### src/rtl/slp_wake_pkg.sv
package slp_wake_pkg;
  localparam int unsigned WORD_W    = 32;
  localparam int unsigned BANK_CNT  = 5;
  localparam int unsigned TIMER_CNT = 2;

  // Bank numbering: fixes the address layout
  localparam int unsigned BK_EN   = 0;
  localparam int unsigned BK_FALL = 1;
  localparam int unsigned BK_RISE = 2;
  localparam int unsigned BK_POL  = 3;
  localparam int unsigned BK_STAT = 4;

  function automatic int unsigned words_for(input int unsigned pins);
    return (pins + WORD_W - 1) / WORD_W;
  endfunction

  function automatic int unsigned timer_addr(input int unsigned t);
    return t * 4;
  endfunction

  function automatic int unsigned bank_word_addr(input int unsigned bank,
                                                 input int unsigned idx,
                                                 input int unsigned nw);
    return (bank * nw + idx + TIMER_CNT) * 4;
  endfunction

  // Lanes of word idx that correspond to real pins
  function automatic logic [WORD_W-1:0] lane_mask(input int unsigned idx,
                                                  input int unsigned pins);
    logic [WORD_W-1:0] m;
    m = '0;
    for (int unsigned j = 0; j < WORD_W; j++) m[j] = ((idx * WORD_W + j) < pins);
    return m;
  endfunction
endpackage

### src/rtl/slp_pin_sync.sv
module slp_pin_sync #(
  parameter int unsigned NUM_PINS = 40
) (
  input  logic                clk,
  input  logic                rst_n,
  input  logic [NUM_PINS-1:0] pin_i,
  output logic [NUM_PINS-1:0] lvl_o,
  output logic [NUM_PINS-1:0] rise_o,
  output logic [NUM_PINS-1:0] fall_o
);
  logic [NUM_PINS-1:0] meta_q, lvl_q, prev_q;

  always_ff @(posedge clk or negedge rst_n) begin
    if (!rst_n) begin
      meta_q <= '0;
      lvl_q  <= '0;
      prev_q <= '0;
    end else begin
      meta_q <= pin_i;
      lvl_q  <= meta_q;
      prev_q <= lvl_q;
    end
  end

  assign lvl_o  = lvl_q;
  assign rise_o = lvl_q & ~prev_q;
  assign fall_o = ~lvl_q & prev_q;
endmodule

### src/rtl/slp_trig_eval.sv
module slp_trig_eval #(
  parameter int unsigned NUM_PINS = 40
) (
  input  logic [NUM_PINS-1:0] lvl_i,
  input  logic [NUM_PINS-1:0] rise_ev_i,
  input  logic [NUM_PINS-1:0] fall_ev_i,
  input  logic [NUM_PINS-1:0] rise_cfg_i,
  input  logic [NUM_PINS-1:0] fall_cfg_i,
  input  logic [NUM_PINS-1:0] pol_cfg_i,
  input  logic [NUM_PINS-1:0] en_i,
  input  logic [NUM_PINS-1:0] stat_i,
  input  logic                armed_i,
  output logic [NUM_PINS-1:0] stat_nxt_o,
  output logic                hit_o
);
  logic [NUM_PINS-1:0] raw_ev;

  for (genvar p = 0; p < NUM_PINS; p++) begin : g_pin
    logic edge_mode, edge_hit, lvl_act;
    assign edge_mode = rise_cfg_i[p] | fall_cfg_i[p];
    assign edge_hit  = (rise_cfg_i[p] & rise_ev_i[p]) | (fall_cfg_i[p] & fall_ev_i[p]);
    assign lvl_act   = pol_cfg_i[p] ? lvl_i[p] : ~lvl_i[p];
    assign raw_ev[p] = edge_mode ? edge_hit : lvl_act;
    // edge pins and armed level pins accumulate; idle level pins track
    assign stat_nxt_o[p] = (edge_mode | armed_i) ? (stat_i[p] | raw_ev[p]) : lvl_act;
  end

  assign hit_o = armed_i & (|(raw_ev & en_i));
endmodule

### src/rtl/slp_wake_regs.sv
module slp_wake_regs
  import slp_wake_pkg::*;
#(
  parameter int unsigned NUM_PINS = 40,
  parameter int unsigned ADDR_W   = 8
) (
  input  logic                clk,
  input  logic                rst_n,
  input  logic                wr_i,
  input  logic [ADDR_W-1:0]   addr_i,
  input  logic [WORD_W-1:0]   wdata_i,
  input  logic [NUM_PINS-1:0] stat_hw_i,
  output logic [NUM_PINS-1:0] en_o,
  output logic [NUM_PINS-1:0] fall_o,
  output logic [NUM_PINS-1:0] rise_o,
  output logic [NUM_PINS-1:0] pol_o,
  output logic [NUM_PINS-1:0] stat_o,
  output logic [WORD_W-1:0]   rdata_o
);
  localparam int unsigned NW   = words_for(NUM_PINS);
  localparam int unsigned FLAT = NW * WORD_W;

  logic [TIMER_CNT-1:0][WORD_W-1:0]        timer_w;
  logic [BANK_CNT-1:0][NW-1:0][WORD_W-1:0] bank_w;
  logic [FLAT-1:0]                         hw_pad;

  always_comb begin
    hw_pad = '0;
    hw_pad[NUM_PINS-1:0] = stat_hw_i;
  end

  for (genvar t = 0; t < TIMER_CNT; t++) begin : g_tmr
    logic [WORD_W-1:0] word_q;
    logic              sel;
    assign sel = wr_i && (addr_i == ADDR_W'(timer_addr(t)));
    always_ff @(posedge clk or negedge rst_n) begin
      if (!rst_n)   word_q <= '0;
      else if (sel) word_q <= wdata_i;
    end
    assign timer_w[t] = word_q;
  end

  for (genvar b = 0; b < BANK_CNT; b++) begin : g_bank
    for (genvar i = 0; i < NW; i++) begin : g_word
      localparam logic [WORD_W-1:0] MASK = lane_mask(i, NUM_PINS);
      logic [WORD_W-1:0] word_q;
      logic              sel;
      assign sel = wr_i && (addr_i == ADDR_W'(bank_word_addr(b, i, NW)));
      if (b == BK_STAT) begin : g_stat
        always_ff @(posedge clk or negedge rst_n) begin
          if (!rst_n)   word_q <= '0;
          else if (sel) word_q <= wdata_i & MASK;
          else          word_q <= hw_pad[i*WORD_W +: WORD_W] & MASK;
        end
      end else begin : g_cfg
        always_ff @(posedge clk or negedge rst_n) begin
          if (!rst_n)   word_q <= '0;
          else if (sel) word_q <= wdata_i & MASK;
        end
      end
      assign bank_w[b][i] = word_q;
    end
  end

  always_comb begin
    for (int unsigned p = 0; p < NUM_PINS; p++) begin
      en_o[p]   = bank_w[BK_EN][p / WORD_W][p % WORD_W];
      fall_o[p] = bank_w[BK_FALL][p / WORD_W][p % WORD_W];
      rise_o[p] = bank_w[BK_RISE][p / WORD_W][p % WORD_W];
      pol_o[p]  = bank_w[BK_POL][p / WORD_W][p % WORD_W];
      stat_o[p] = bank_w[BK_STAT][p / WORD_W][p % WORD_W];
    end
  end

  always_comb begin
    rdata_o = '0;
    for (int unsigned t = 0; t < TIMER_CNT; t++)
      if (addr_i == ADDR_W'(timer_addr(t))) rdata_o = timer_w[t];
    for (int unsigned b = 0; b < BANK_CNT; b++)
      for (int unsigned i = 0; i < NW; i++)
        if (addr_i == ADDR_W'(bank_word_addr(b, i, NW))) rdata_o = bank_w[b][i];
  end
endmodule

### src/rtl/slp_wake_mon.sv
module slp_wake_mon #(
  parameter int unsigned NUM_PINS = 40,
  parameter int unsigned ADDR_W   = 8
) (
  input  logic                clk,
  input  logic                rst_n,
  input  logic [NUM_PINS-1:0] wake_pin_i,
  input  logic                sleep_req_i,
  input  logic                reg_wr_i,
  input  logic [ADDR_W-1:0]   reg_addr_i,
  input  logic [31:0]         reg_wdata_i,
  output logic [31:0]         reg_rdata_o,
  output logic                wake_o,
  output logic                irq_o
);
  logic [NUM_PINS-1:0] lvl_s, rise_s, fall_s;
  logic [NUM_PINS-1:0] en_q, fall_q, rise_q, pol_q, stat_q, stat_nxt;
  logic                armed_q, wake_q, hit;

  slp_pin_sync #(.NUM_PINS(NUM_PINS)) u_sync (
    .clk(clk), .rst_n(rst_n), .pin_i(wake_pin_i),
    .lvl_o(lvl_s), .rise_o(rise_s), .fall_o(fall_s)
  );

  slp_trig_eval #(.NUM_PINS(NUM_PINS)) u_eval (
    .lvl_i(lvl_s), .rise_ev_i(rise_s), .fall_ev_i(fall_s),
    .rise_cfg_i(rise_q), .fall_cfg_i(fall_q), .pol_cfg_i(pol_q),
    .en_i(en_q), .stat_i(stat_q), .armed_i(armed_q),
    .stat_nxt_o(stat_nxt), .hit_o(hit)
  );

  slp_wake_regs #(.NUM_PINS(NUM_PINS), .ADDR_W(ADDR_W)) u_regs (
    .clk(clk), .rst_n(rst_n), .wr_i(reg_wr_i), .addr_i(reg_addr_i),
    .wdata_i(reg_wdata_i), .stat_hw_i(stat_nxt),
    .en_o(en_q), .fall_o(fall_q), .rise_o(rise_q), .pol_o(pol_q),
    .stat_o(stat_q), .rdata_o(reg_rdata_o)
  );

  always_ff @(posedge clk or negedge rst_n) begin
    if (!rst_n) begin
      armed_q <= 1'b0;
      wake_q  <= 1'b0;
    end else begin
      wake_q <= hit;
      if (hit)              armed_q <= 1'b0;
      else if (sleep_req_i) armed_q <= 1'b1;
    end
  end

  assign wake_o = wake_q;
  assign irq_o  = |(stat_q & en_q);
endmodule

### config.mk
export PLATFORM = sky130hd
export DESIGN_NAME = slp_wake_mon
export DESIGN_NICKNAME = d
export VERILOG_FILES = /design/src/rtl/slp_wake_pkg.sv /design/src/rtl/slp_pin_sync.sv /design/src/rtl/slp_trig_eval.sv /design/src/rtl/slp_wake_regs.sv /design/src/rtl/slp_wake_mon.sv
export SDC_FILE = /design/constraint.sdc
export NUM_CORES = 1
export LEC_CHECK = 0
export BUFFER_PORTS_ARGS = -buffer_cell sky130_fd_sc_hd__buf_2
export CAP_MARGIN = 10
export CORE_MARGIN = 4
export CORE_UTILIZATION = 35
export CTS_BUF_LIST = sky130_fd_sc_hd__clkbuf_16
export CTS_CLUSTER_DIAMETER = 100
export DETAILED_ROUTE_END_ITERATION = 12
export GPL_TIMING_DRIVEN = 0
export MAX_ROUTING_LAYER = met4
export PLACE_DENSITY = 0.57
export SYNTH_ARGS = -nofsm -noshare
export SYNTH_HDL_FRONTEND = slang
export SYNTH_SLANG_ARGS = --single-unit
### constraint.sdc
create_clock -name clk -period 1.9 [get_ports clk]
set_input_delay 0.19 -clock clk [delete_from_list [all_inputs] [get_ports clk]]
set_output_delay 0.19 -clock clk [all_outputs]
set_load 0.005 [all_outputs]
; ---- Yosys cells after proc, flatten, opt, wreduce, memory -nomap -nowiden
; Cells that the tools add are included.
[totals]
out_inout_bits = 34
romBits = 0
mem_count = 0
regBits = 410
word_cells = 467
ram_bits = 0
latch_bits = 0
[op_classes]
bitwise = 287
div_mod_pow = 0
multipliers = 0
reduce_logical = 16
shift = 0
n_addsub = 0
eq_ne = 11
magnitude_cmp = 0
muxes = 136
[ops]
columns = operator, n
row1 = $mux W32, 13
row2 = $and A40 B40 Y40, 4
row3 = $or A1 B1 Y1, 160
row4 = $mux W1, 122
row5 = $and A1 B1 Y1, 81
row6 = $not A40 Y40, 2
row7 = $reduce_or A40 Y1, 2
row8 = $not A1 Y1, 40
row9 = $eq A8 B5 Y1 const B, 4
row10 = $eq A8 B6 Y1 const B, 4
row11 = $eq A8 B4 Y1 const B, 2
row12 = $logic_and A1 B1 Y1, 12
row13 = $eq A8 B3 Y1 const B, 1
row14 = $logic_not A8 Y1, 1
row15 = $mux W8, 1
row16 = $reduce_bool A2 Y1, 1

; ---- Depth between registers and ports, before layout
[logic_depth]
depth_word = 13
mapped_depth = 9
mapped_depth_nobuf = 6

; ---- Modules after synthesis
; From an unflattened synthesis, not the netlist that was laid out.
[unflattened]
cells_unflattened = 1397
area_unflattened_um2 = 18023.5
[modules_own_cells]
columns = module, n_inst, seq_area_each_um2, area_each_um2, cells_per_inst
row1 = slp_wake_regs, 1, 6606.3, 11991.5, 848
row2 = slp_pin_sync, 1, 3002.9, 3703.6, 200
row3 = slp_trig_eval, 1, 0.0, 2075.7, 319
row4 = slp_wake_mon, 1, 50.0, 252.7, 30

; ---- Least setup slack after synthesis
; OpenSTA, ideal clock, no wires.
[synth_timing]
path_type = in2out
startpoint = in reg_addr_i[2]
endpoint = out reg_rdata_o[20]
required_ns = 1.710
slack_ns = -0.017
cell_stages = 8
t_arrival_ns = 1.727
cell_sequence = buf_2 -> nor4b_4 -> nand2_1 -> clkbuf_1 -> nor2_1 -> o32a_1 -> a21oi_1 -> a221o_1
[synth_between]
elab_chain_len = 13
word_cells_on_any_way = 24
[synth_rtl]
columns = item, line_no
row1 = start: declaration, slp_wake_mon.sv:10  ; input logic [ADDR_W-1:0] reg_addr_i,
row2 = $logic_not A8 Y1, slp_wake_regs.sv:78  ; if (addr_i == ADDR_W'(timer_addr(t))) rdata_o = timer_w[t];
row3 = $mux W32 (2 in a row), slp_wake_regs.sv:78
row4 = $mux W32 (9 in a row), slp_wake_regs.sv:81  ; if (addr_i == ADDR_W'(bank_word_addr(b, i, NW))) rdata_o = bank_w[b][i];
row5 = $mux W32 *, slp_wake_regs.sv:81
row6 = end: declaration, slp_wake_mon.sv:12  ; output logic [31:0] reg_rdata_o,
; Every way passes the cells marked *; elsewhere a longest branch is shown, timed or not.

; ---- Worst setup path after layout
[layout_timing]
startpoint = reg u_regs.g_bank[0].g_word[0].word_q[11]
endpoint = out irq_o
[layout_between]
elab_chain_len = 2
[layout_rtl]
columns = item, line_no
row1 = start: declaration, slp_wake_regs.sv:46  ; logic [WORD_W-1:0] word_q;
row2 = start signal: assignment, slp_wake_regs.sv:58  ; else if (sel) word_q <= wdata_i & MASK;
row3 = $and A40 B40 Y40, slp_wake_mon.sv:51  ; assign irq_o = |(stat_q & en_q);
row4 = $reduce_or A40 Y1, slp_wake_mon.sv:51
row5 = end: declaration, slp_wake_mon.sv:14  ; output logic irq_o
; No other way between the ends.

==> results.py <==
metrics = {
    "global_routing": {
        "grt_use_total_pct": 23.0,
        "grt_max_degree": 116,
        "grt_pass1_wl_mm": 95.9,
        "overflow": 0,
        "antenna_found_initial": 3,
        "grt_pass1_vias": 15109,
    },
    "layout": {
        "final_area_um2": 23100,
        "syn_to_final_growth_pct": 27.3,
        "multi_input_area_um2": 8560,
        "drive_above_1_share_pct": 33.2,
        "seq_area_um2": 9680,
        "fill_cells": 4808,
        "fin_util_pct": 45.0,
        "nets": 1970,
    },
    "sta": {
        "period_needed_ns": 2.48,
        "worst_slack_ns": -0.580,
        "rsz0062_at_grt": "yes",
        "fin_crit_sh_pct": 131,
        "slew_headroom_pct": 37.4,
        "hold_viol_final": 0,
        "drv_slew": 0,
        "holdWs_ns": 0.125,
        "worstMarginPinSlew_ns": 0.939,
        "max_freq_mhz": 403,
        "fin_skew_ns": 0.0169,
        "setup_viol": 35,
    },
    "clock_tree": {
        "cts-root-buf": "clkbuf_16",
        "htreeDepth": 2,
        "tritoncts": "built",
        "clk_latency_ns": 0.58,
        "clk_path_buf_depth": 3,
        "numCtsBuffers": 45,
        "cts.sinks": 386,
        "path_clk_slew_ns": 0.06,
    },
    "logic_synthesis": {
        "synth_compound_area_share_pct": 16.6,
        "synth-simple-area-share_pct": 11.1,
        "syn_nets": 1674,
        "synthArstFlopShare_pct": 100,
        "synthFlopType": "dfrtp_1",
        "synth.mux.area_fraction_pct": 14.8,
        "synth_edf_count": 0,
        "synth_fa_ha_area_share_pct": 0,
        "synth.distinct_cells": 63,
        "synth_top_family_by_area": "compound AO/OA/AOI/OAI gates",
        "yosysWarnings": 0,
        "ys_ff_latch": 386,
        "avgSynthCellArea_um2": 11.4,
        "yosysSeqAreaShare_pct": 53.2,
        "netlist_instances": 1590,
        "synth-xor-area-share_pct": 1.93,
        "synth_area_um2": 18200,
    },
    "run_status": {
        "violations": "negative setup slack",
        "run_status": "finished with violations",
    },
    "job": {
        "maxCapViolCount": 0,
    },
    "route": {
        "antenna_left": 0,
        "first_pass_iters": 5,
        "wl_per_cell_um": 24.5,
        "num_vias": 15005,
        "wl_mm": 63.6,
        "vias_per_cell": 5.77,
        "drc": 0,
        "drt_iter0_markers": 1340,
    },
    "floorplanning": {
        "dieArea_um2": 55600,
        "start_util_pct": 35.4,
        "die_h_um": 236,
        "ios": 118,
        "core_um2": 51300,
        "row_count": 83,
        "fp.dieW_um": 236,
    },
    "pwr": {
        "p_total_mw": 21.1,
        "p_per_area_nw_per_um2": 913,
        "p_leak_nw": 10.4,
        "ir_drop_mv": 0.640,
    },
    "critical_path": {
        "cp.required_ns": 1.71,
        "cp-end-kind": "output port",
        "worst_path_dominant_cell_family": "simple AND/OR/NAND/NOR gates",
        "critPathMaxStageDelay_ns": 0.43,
        "r2r-end": "wake_o",
        "worstSetupPathType": "flop to output port",
        "endpoint": "irq_o",
        "crit_chain": "a22oi_2 -> nand4_1 -> nor4_2 -> nand4_1 -> buf_2",
        "critical_path_cell_count": 5,
        "cp_slowest_cell": "dfrtp_2",
        "path_max_fanout": 2,
        "reg2reg_from": "u_sync.lvl_o[15]",
        "cp_common_cell": "nand4_1",
        "startpoint_type": "flop",
        "arrival_ns": 2.29,
        "r2r_cells": 6,
        "crit_buf_inv": 1,
        "regToRegSetupSlack_ns": -0.07,
        "startpoint": "u_regs.g_bank[0].g_word[0].word_q[11]",
    },
    "placement": {
        "dp_hpwl_mm": 43.0,
        "port_buffers": 114,
        "place_congestion": 0.913,
        "place_area_um2": 19700,
    },
    "worst_hold_path": {
        "hold_path.class": "primary input to flop",
    },
}
==> cells in the mapped netlist, types with 4 or more instances <==
master       n  area, um^2
dfrtp_1    386        9660
mux2_2     215        2420
nor2_1     138         518
a21oi_1    128         641
o21ai_0     89         445
nand2_1     66         248
nand3b_1    64         480
clkbuf_1    54         203
a22oi_1     45         338
xor2_1      40         350
o32a_1      37         370
nor2b_1     33         206
o311ai_0    28         245
nor3_1      25         125
a221o_1     23         230
buf_2       20         100
inv_1       17        63.8
a31oi_1     15        93.8
a41oi_1     12         105
mux2_1      12         135
nand4_1     11        68.8
o221ai_1    11        96.3
o31ai_1     10        75.1
buf_1        9        33.8
or2_2        9        56.3
a221oi_1     8        70.1
o22ai_1      8        50.1
nand2b_1     7        43.8
nand3_1      7        35.0
mux4_2       6         135
a22o_1       4        35.0
nor4_1       4        25.0
o22a_1       4        35.0
o2bb2ai_1    4        35.0
==> sequential cells by signal, summed over array words and instances, names as in the netlist <==
register	count
u_regs.g_bank.g_word.word_q	200
u_sync.meta_q	40
u_regs.g_tmr.word_q	64
armed_q	1
u_sync.lvl_o	40
wake_o	1
u_sync.prev_q	40
==> repair_timing <==
item	4_1_cts	5_1_grt
hold buffers	74	0
gates resized for setup	185	84
endpoints found under the hold margin	338	0
buffers inserted	44	18
gates cloned	3	1
setup endpoints to repair	143	160
pin swaps	66	33
==> where the power goes <==
| group | switching [mW] | total (mW) | internal, mW | leakage, nW |
|---|---|---|---|---|
| clock | 3.45 | 8.15 | 4.70 | 0.713 |
| sequential | 1.03 | 9.94 | 8.90 | 4.92 |
| combinational | 1.66 | 3.02 | 1.36 | 4.80 |
==> logic make-up after synthesis <==
logic type | Yosys count
AND/OR/NAND/NOR | 385
XOR/XNOR | 40
flip-flops | 386
multiplexers | 233
buffers and inverters | 103
AO/OA/AOI/OAI | 443
==> cell type report <==
type | count | area share (%)
diodes | 3 | 0.0325
plain buffers | 83 | 2.40
clock buffers | 47 | 5.09
clock inverters | 30 | 0.791
inverters | 17 | 0.276
multi-input cells | 1101 | 37.0
flip-flops and latches | 386 | 41.9
well taps | 680 | 3.68
repair buffers | 252 | 8.78
==> cells in the final DEF, fill, tap and decap left out, types with 10 or more instances in the layout <==
master,synthesis,layout
mux2_2,215,215
o21ai_0,89,87
nor3_1,25,24
a22oi_2,0,14
dfrtp_1,386,367
nor2_1,138,134
a21oi_1,128,111
nand3b_1,64,64
dfrtp_2,0,19
buf_6,2,17
o311ai_1,1,15
buf_2,20,126
inv_1,17,28
a31oi_1,15,14
buf_12,0,11
clkbuf_1,54,19
nor2b_1,33,33
a41oi_1,12,12
a21oi_2,0,17
a221o_1,23,23
dlygate4sd3_1,0,74
buf_4,1,53
a22oi_1,45,31
o32a_1,37,37
nand2_1,66,60
clkbuf_4,0,12
clkbuf_2,0,14
o31ai_1,10,10
nand4_1,11,11
xor2_1,40,35
mux2_1,12,12
clkbuf_16,0,48
==> metal layers <==
| metal | share of wire [%] | track usage, % | vias up | routed length [um] |
|---|---|---|---|---|
| met5 | 0 | - | - | 0 |
| met1 | 41 | 29.1 | 7606 | 26000 |
| li1 | - | - | 6589 | - |
| met2 | 48 | 36.5 | 635 | 30300 |
| met3 | 7.2 | 4.43 | 175 | 4570 |
| met4 | 4.3 | 9.63 | 0 | 2740 |
==> worst min-delay path by stage <==
stage	startpoint	cells past startpoint	endpoint
2_1_floorplan	rst_n	0	armed_q
5_1_grt	reg_wr_i	3	u_regs.g_bank[1].g_word[0].word_q[31]
3_5_place_dp	wake_pin_i[11]	1	u_sync.meta_q[11]
4_1_cts	reg_wr_i	3	u_regs.g_bank[1].g_word[0].word_q[31]
3_3_place_gp	wake_pin_i[17]	1	u_sync.meta_q[17]
6_report	reg_wr_i	3	u_regs.g_bank[1].g_word[0].word_q[31]
==> stage by stage <==
step / TNS (ns) / cells / worst slack [ns]
floorplan: -0.00288 / 1590 / -0.00288
global placement: -2967.12 / 2384 / -7.21
detailed placement: -205.06 / 2387 / -1.42
CTS: -11.66 / 2584 / -0.517
global route: -11.84 / 2599 / -0.529
finish: -10.63 / 2599 / -0.580
==> tightest hold or removal path: cells and delay by family <==
family	cells	cell delay [ns]
buffers and inverters	1	0.16
AND/OR/NAND/NOR	1	0.15
multiplexers	1	0.17
Note: power is estimated with default switching activity, not from simulation.
